**src/rtl/npc_pkg.sv**
```systemverilog
package npc_pkg;

  typedef enum logic [1:0] {
    NPC_SEQ    = 2'd0,
    NPC_BRANCH = 2'd1,
    NPC_JUMP   = 2'd2,
    NPC_JREG   = 2'd3
  } npc_src_e;

  localparam int unsigned NPC_INSN_BYTES = 4;

endpackage

```
**src/rtl/npc_targets.sv**
```systemverilog
module npc_targets #(
  parameter int unsigned ADDR_W = 32,
  parameter int unsigned IMM_W  = 16,
  parameter int unsigned JIDX_W = 26
) (
  input  logic [ADDR_W-1:0] pc_i,
  input  logic [IMM_W-1:0]  imm_i,
  input  logic [JIDX_W-1:0] jidx_i,
  output logic [ADDR_W-1:0] seq_o,
  output logic [ADDR_W-1:0] br_o,
  output logic [ADDR_W-1:0] jmp_o
);
  import npc_pkg::*;

  localparam int unsigned SEXT_W  = ADDR_W - IMM_W - 2;
  localparam int unsigned REGION_W = ADDR_W - JIDX_W - 2;
  localparam logic [ADDR_W-1:0] STEP = ADDR_W'(NPC_INSN_BYTES);

  logic [ADDR_W-1:0] byte_off;

  always_comb begin
    seq_o    = pc_i + STEP;
    byte_off = {{SEXT_W{imm_i[IMM_W-1]}}, imm_i, 2'b00};
    br_o     = seq_o + byte_off;
    jmp_o    = {seq_o[ADDR_W-1 -: REGION_W], jidx_i, 2'b00};
  end

endmodule

```
**src/rtl/npc_branch_cond.sv**
```systemverilog
module npc_branch_cond #(
  parameter int unsigned DATA_W = 32
) (
  input  logic [DATA_W-1:0] a_i,
  input  logic [DATA_W-1:0] b_i,
  input  logic              on_eq_i,
  input  logic              on_ne_i,
  output logic              take_o
);
  logic same;

  always_comb begin
    same   = (a_i == b_i);
    take_o = (on_eq_i & same) | (on_ne_i & ~same);
  end

endmodule

```
**src/rtl/npc_select.sv**
```systemverilog
module npc_select #(
  parameter int unsigned ADDR_W = 32
) (
  input  logic              jreg_i,
  input  logic              jmp_i,
  input  logic              take_i,
  input  logic [ADDR_W-1:0] seq_i,
  input  logic [ADDR_W-1:0] br_i,
  input  logic [ADDR_W-1:0] jmp_tgt_i,
  input  logic [ADDR_W-1:0] reg_tgt_i,
  output logic [ADDR_W-1:0] next_o
);
  import npc_pkg::*;

  npc_src_e src;

  always_comb begin
    if (jreg_i)      src = NPC_JREG;
    else if (jmp_i)  src = NPC_JUMP;
    else if (take_i) src = NPC_BRANCH;
    else             src = NPC_SEQ;
  end

  always_comb begin
    unique case (src)
      NPC_JREG:   next_o = reg_tgt_i;
      NPC_JUMP:   next_o = jmp_tgt_i;
      NPC_BRANCH: next_o = br_i;
      default:    next_o = seq_i;
    endcase
  end

endmodule

```
**src/rtl/npc_unit.sv**
```systemverilog
module npc_unit #(
  parameter int unsigned ADDR_W   = 32,
  parameter int unsigned IMM_W    = 16,
  parameter int unsigned JIDX_W   = 26,
  parameter logic [ADDR_W-1:0] RESET_PC = '0
) (
  input  logic              clk,
  input  logic              rst_n,
  input  logic [IMM_W-1:0]  imm16_i,
  input  logic [JIDX_W-1:0] jidx_i,
  input  logic              br_eq_i,
  input  logic              br_ne_i,
  input  logic              jmp_i,
  input  logic              jreg_i,
  input  logic [ADDR_W-1:0] cmp_a_i,
  input  logic [ADDR_W-1:0] cmp_b_i,
  input  logic [ADDR_W-1:0] jreg_tgt_i,
  output logic [ADDR_W-1:0] pc_o
);
  localparam int unsigned SEXT_W   = ADDR_W - IMM_W - 2;
  localparam int unsigned REGION_W = ADDR_W - JIDX_W - 2;
  localparam logic [ADDR_W-1:0] FOUR = ADDR_W'(4);

  logic [ADDR_W-1:0] pc_q, pc_d;
  logic [ADDR_W-1:0] seq_tgt, br_tgt, jmp_tgt;
  logic              br_take;

  npc_targets #(.ADDR_W(ADDR_W), .IMM_W(IMM_W), .JIDX_W(JIDX_W)) u_targets (
    .pc_i   (pc_q),
    .imm_i  (imm16_i),
    .jidx_i (jidx_i),
    .seq_o  (seq_tgt),
    .br_o   (br_tgt),
    .jmp_o  (jmp_tgt)
  );

  npc_branch_cond #(.DATA_W(ADDR_W)) u_cond (
    .a_i     (cmp_a_i),
    .b_i     (cmp_b_i),
    .on_eq_i (br_eq_i),
    .on_ne_i (br_ne_i),
    .take_o  (br_take)
  );

  npc_select #(.ADDR_W(ADDR_W)) u_sel (
    .jreg_i    (jreg_i),
    .jmp_i     (jmp_i),
    .take_i    (br_take),
    .seq_i     (seq_tgt),
    .br_i      (br_tgt),
    .jmp_tgt_i (jmp_tgt),
    .reg_tgt_i (jreg_tgt_i),
    .next_o    (pc_d)
  );

  always_ff @(posedge clk or negedge rst_n) begin
    if (!rst_n) pc_q <= RESET_PC;
    else        pc_q <= pc_d;
  end

  assign pc_o = pc_q;

  // no control raised -> sequential step
  a_r2_sequential: assert property (@(posedge clk) disable iff (!rst_n)
    (!br_eq_i && !br_ne_i && !jmp_i && !jreg_i) |=> pc_q == $past(pc_q) + FOUR);

  // taken equal-branch lands on the scaled, sign-extended offset
  a_r3_beq_taken: assert property (@(posedge clk) disable iff (!rst_n)
    (br_eq_i && !br_ne_i && !jmp_i && !jreg_i && cmp_a_i == cmp_b_i) |=>
    pc_q == $past(pc_q) + FOUR +
            {{SEXT_W{$past(imm16_i[IMM_W-1])}}, $past(imm16_i), 2'b00});

  // untaken equal-branch falls through
  a_r4_beq_fallthrough: assert property (@(posedge clk) disable iff (!rst_n)
    (br_eq_i && !br_ne_i && !jmp_i && !jreg_i && cmp_a_i != cmp_b_i) |=>
    pc_q == $past(pc_q) + FOUR);

  // jump keeps the region of PC+4 and is word aligned
  a_r6_jump_region: assert property (@(posedge clk) disable iff (!rst_n)
    (jmp_i && !jreg_i) |=>
    (pc_q[ADDR_W-1 -: REGION_W] == $past(pc_q + FOUR) >> (ADDR_W - REGION_W)) &&
    (pc_q[1:0] == 2'b00));

  // register jump wins over everything and loads the value unchanged
  a_r7_jreg_load: assert property (@(posedge clk) disable iff (!rst_n)
    jreg_i |=> pc_q == $past(jreg_tgt_i));

endmodule

```
**config.mk**
```make
export PLATFORM = sky130hd
export DESIGN_NAME = npc_unit
export DESIGN_NICKNAME = d
export VERILOG_FILES = /design/src/rtl/npc_pkg.sv /design/src/rtl/npc_targets.sv /design/src/rtl/npc_branch_cond.sv /design/src/rtl/npc_select.sv /design/src/rtl/npc_unit.sv
export SDC_FILE = /design/constraint.sdc
export NUM_CORES = 1
export LEC_CHECK = 0
export BUFFER_PORTS_ARGS = -buffer_cell sky130_fd_sc_hd__buf_2
export CORE_AREA = 2 2 142 117
export CTS_CLUSTER_DIAMETER = 150
export DETAILED_ROUTE_END_ITERATION = 12
export DIE_AREA = 0 0 144 119
export PLACE_DENSITY = 0.49
export SLEW_MARGIN = 25
export SYNTH_ARGS = -nofsm -noshare
export SYNTH_HDL_FRONTEND = slang
export SYNTH_HIERARCHICAL = 1
export SYNTH_SLANG_ARGS = --single-unit
```
**constraint.sdc**
```tcl
create_clock -name clk -period 7.1 [get_ports clk]
set_input_delay 1.42 -clock clk [delete_from_list [all_inputs] [get_ports clk]]
set_output_delay 1.42 -clock clk [all_outputs]
set_load 0.03 [all_outputs]
```
[Word-level counts from Yosys, hierarchy flattened]
Index checks and enable logic that the tools add are counted.
Operators by class
  $add $sub $neg: 2
  equal/unequal tests: 4
  mux-type cells: 4
  bitwise operators: 4
Operators with widths (count)
  $pmux 32 s3: 1
  $add 32x3->32 const B: 1
  $add 32x32->32: 1
  $eq 32x32->1: 1
  $eq 2x2->1 const B: 2
  $mux 2: 2
  $and 1x1->1: 2
  $eq 2x1->1 const B: 1
  $mux 1: 1
  $not 1->1: 1
  $or 1x1->1: 1
Word-level totals
  flip-flop bits (word level): 32
  output and inout bits: 32

[Depth between registers and ports, before layout]
  word-level depth: 9
  gate-level depth with buffers: 16

[Modules after synthesis]
Netlist, hierarchy kept.
Modules (own cells, without submodules)
  npc_targets: instances 1, cells each 372, area each 2611.3 sq um, seq. area each 0.0 sq um
  npc_select: instances 1, cells each 116, area each 859.6 sq um, seq. area each 0.0 sq um
  npc_unit: instances 1, cells each 32, area each 800.8 sq um, seq. area each 800.8 sq um
  npc_branch_cond: instances 1, cells each 44, area each 357.8 sq um, seq. area each 0.0 sq um

[Worst setup path before layout]
OpenSTA, ideal clock, no wires.
  kind: reg-to-reg
  from: register pc_q[12], in the netlist pc_o[12]
  to: register pc_q[31], in the netlist pc_o[31]
  arrival: 3.603 ns
  required time: 7.023 ns
  path slack: 3.419 ns
  cell stages (with the launch flop): 15
  buffers on the path: 0
  period minus slack after synthesis: 3.681 ns
  cells stage by stage: dfrtp_1 > nand3_1 > or3_1 > nor2_2 > nand4_1 > xnor2_1 > ha_1 > and4_4 > nor2b_4 > a221o_1 > a221o_1 > a211oi_2 > xor2_1 > o22ai_1 > a21oi_1
Between the ends
  longest elaborated chain between the ends: 3
Ends and longest elaborated chain
  from (decl): RTL line npc_unit.sv:24  | logic [ADDR_W-1:0] pc_q, pc_d;
  from (signal assigned): RTL line npc_unit.sv:58  | else pc_q <= pc_d;
  $add 32x3->32: RTL line npc_targets.sv:22  | seq_o = pc_i + STEP;
  via seq_tgt[25]: RTL line npc_unit.sv:25  | logic [ADDR_W-1:0] seq_tgt, br_tgt, jmp_tgt;
  $add 32x32->32: RTL line npc_targets.sv:24  | br_o = seq_o + byte_off;
  via br_tgt[31]: RTL line npc_unit.sv:25
  $pmux 32 s3: RTL line npc_select.sv:25  | unique case (src)
  via pc_d[31]: RTL line npc_unit.sv:24
The timed path passes the listed nets, and every way through them passes these cells.

[Worst setup path in the final report]
  from: register pc_q[4], in the netlist pc_o[4]
  to: register pc_q[26], in the netlist pc_o[26]
Same word-level chain as after synthesis.

==> run metrics <==
outcome finished clean; min-delay src pc_o[0]; DRT Pass-1 Iters 4; first-pass GRT wire length 24,300 um; Area Growth Syn to Fin 19.5%; worst reg2reg path startpoint pc_o[4]; fin crit share between 50% and 60%; Iter 0 DRT Violations ~250; clk root buf clkbuf_16; WHS Path Cells 2; antenna violations before repair 1; ys flop type dfrtp_1; number of fill cells in the layout 1,724; crit path max fanout 8; top cells by area in the synthesized netlist dfrtp_1 17%, ha_1 8.9%, xor2_1 8.9%, o22ai_2 8.1%, xnor2_1 6.8%; setup tns final 0 ns; pwr/cell area between 150 and 200 nW/um^2; Worst-Margin Slew between 1 and 1.5 ns; sequential cell area ~800 sq um; setup violators final 0; Fmax between 0.2 and 0.25 GHz; min Tclk post-route about 4.1 ns; Post-synth ARST share 100%; # IOs ~180; post-route ant nets 0; Final Net Count between 800 and 900; RSZ-0062 raised after global routing false; max_cap viols 0; startpoint types flop; clock-pin slew on the worst setup and hold paths 0.05 ns; Slew Limit Headroom between 30% and 40%; Syn Std Cell Area roughly 4600 sq um; largest net degree at the start of global routing between 60 and 70; drt via density roughly 5.2; hpwl dp ~13,000 um; M3 GR Usage ~3.4%; FP Rows 42; top-count cell post-synth a21oi_1; Leakage roughly 0.0024 uW; CP endpoint kind flop; area leader, netlist dfrtp_1; CTS tree built; Arrival @ worst endpoint 4.32 ns; WP data required between 7 and 8 ns; post-CTS sizing 0; worst slack, placed between 2 and 3 ns; setup bufs post-CTS 0; synthesized flop and latch total 32; htree depth 2; Routed WL around 16,000 um; global-route met1 utilization between 20% and 30%; Die Ht 119 um; number of flops mapped to enable cells by yosys 0; VDD IR-drop max 86.4 uV; Clock Latency Late Sink around 0.3 ns; Netlist cell types 59; Clock Skews 0.00436 ns; Clock Sinks 32; Die X approximately 140 um; Critical path origin pc_o[4]; path depth of the worst reg2reg path 15; Seq/Total Area, Yosys between 10% and 20%; # hold bufs at CTS 0; Num CTS Buffers 5; area of the multi-input gates about 3400 sq um; gr usage total 18.5%; endpoints failing hold 0; die area 17,100 sq um; routed length per instance ~18 um; DRC 0; max reg flops 32; gpl congestion roughly 0.86; vias in the first global route 4,575; Via Count ~4.7k; GR Util met2 30.6%; post-route setup slack between 2 and 3 ns; core area 15,900 sq um; share of cells above drive strength 1 between 30% and 40%; type of the most critical hold path reg2reg; Core Util, Final between 30% and 40%; PortBufs between 150 and 200; GRT busiest layer met2; yosys warns 6; fin. max-slew vios 0; Max clock buf depth 2; Synth top cells by count 62 x a21oi_1, 47 x xor2_1, 39 x buf_4, 36 x nand2_1, 36 x xnor2_1; critical path class reg2reg; share of the synthesized area in the top cell type roughly 17%; Initial Util about 29%; Cells after Synth 564; grt ovf 0; Avg Inst Size Synth around 8 sq um
[routing by layer]
layer	part of all wire [%]	up-vias	wire length, um
li1	-	2316	-
met5	0	-	0
met1	46	2197	7520
met4	1.7	0	271
met2	45	171	7410
met3	6.8	18	1100
[final timing paths]
path / endpoint / slack, ns
setup / recovery: pc_o[26] / 2.99
hold / removal: pc_o[0] / 0.60
setup reg to reg: pc_o[26] / 2.99
hold reg to reg: pc_o[0] / 0.60
max in group asynchronous: pc_o[13] / 5.35
min in group asynchronous: pc_o[27] / 1.23
[power breakdown]
| group | leakage, uW | switching [uW] | internal (uW) |
|---|---|---|---|
| Combinational | 0.00198 | 363 | 244 |
| Clock | 0.0000766 | 91.9 | 138 |
| Sequential | 0.000358 | 28.8 | 205 |
| Total | 0.00242 | 484 | 588 |
[cells by family (layout without fill, tap and decap cells)]
family | after synthesis | in the layout | share of synthesized area, %
AO/OA/AOI/OAI | 187 | 187 | 29.6
AND/OR/NAND/NOR | 153 | 153 | 17.0
XOR/XNOR | 84 | 84 | 16.2
buffers and inverters | 70 | 195 | 9.84
adder cells (fa/ha/maj) | 34 | 34 | 9.35
flip-flops | 32 | 32 | 17.3
multiplexers | 3 | 3 | 0.676
other | 1 | 3 | 0.0810
[layout make-up]
| type | count | share of cell area, % |
|---|---|---|
| diodes | 1 | 0.0452 |
| clock buffers | 6 | 2.51 |
| clock inverters | 2 | 0.181 |
| inverters | 10 | 0.678 |
| multi-input cells | 463 | 61.0 |
| flip-flops and latches | 32 | 14.5 |
| well taps | 220 | 4.97 |
| repair buffers | 177 | 16.1 |
[metrics by stage]
| stage | power [uW] | cell area (sq um) | std cells | hold WS (ns) |
|---|---|---|---|---|
| 5_1_grt | 1150 | 5530 | 911 | 0.643 |
| 3_3_place_gp | 836 | 5380 | 902 | 0.582 |
| 6_report | 1070 | 5530 | 911 | 0.601 |
| 4_1_cts | 1080 | 5530 | 910 | 0.604 |
| 2_1_floorplan | 685 | 4630 | 565 | 0.842 |
| 3_5_place_dp | 842 | 5380 | 902 | 0.597 |
[cells in the final DEF (no fill, tap or decap), types with 8 or more instances in the layout]
| master | n |
|---|---|
| nor4_1 | 12 |
| nand4_1 | 15 |
| o21ai_1 | 10 |
| xor2_1 | 47 |
| nor2_1 | 33 |
| o22ai_2 | 30 |
| inv_1 | 8 |
| o21ai_0 | 8 |
| a21oi_1 | 62 |
| buf_2 | 175 |
| o22ai_1 | 34 |
| xnor2_1 | 36 |
| ha_1 | 33 |
| nand3_1 | 25 |
| dfrtp_1 | 32 |
| nand2_1 | 36 |
[critical path, cell delays in order, from the launching register on]
cell	delay, ns
dfrtp_1	0.43
and4_1	0.34
nand3_1	0.18
nor2_1	0.18
and3_1	0.24
nand3_1	0.13
xnor2_1	0.32
ha_1	0.41
a21oi_1	0.24
o21ai_1	0.16
a211oi_1	0.50
nor2_1	0.10
nor3_1	0.31
xnor2_1	0.18
o22ai_1	0.09
a21oi_1	0.19
Note: power is estimated with default switching activity, not from simulation.
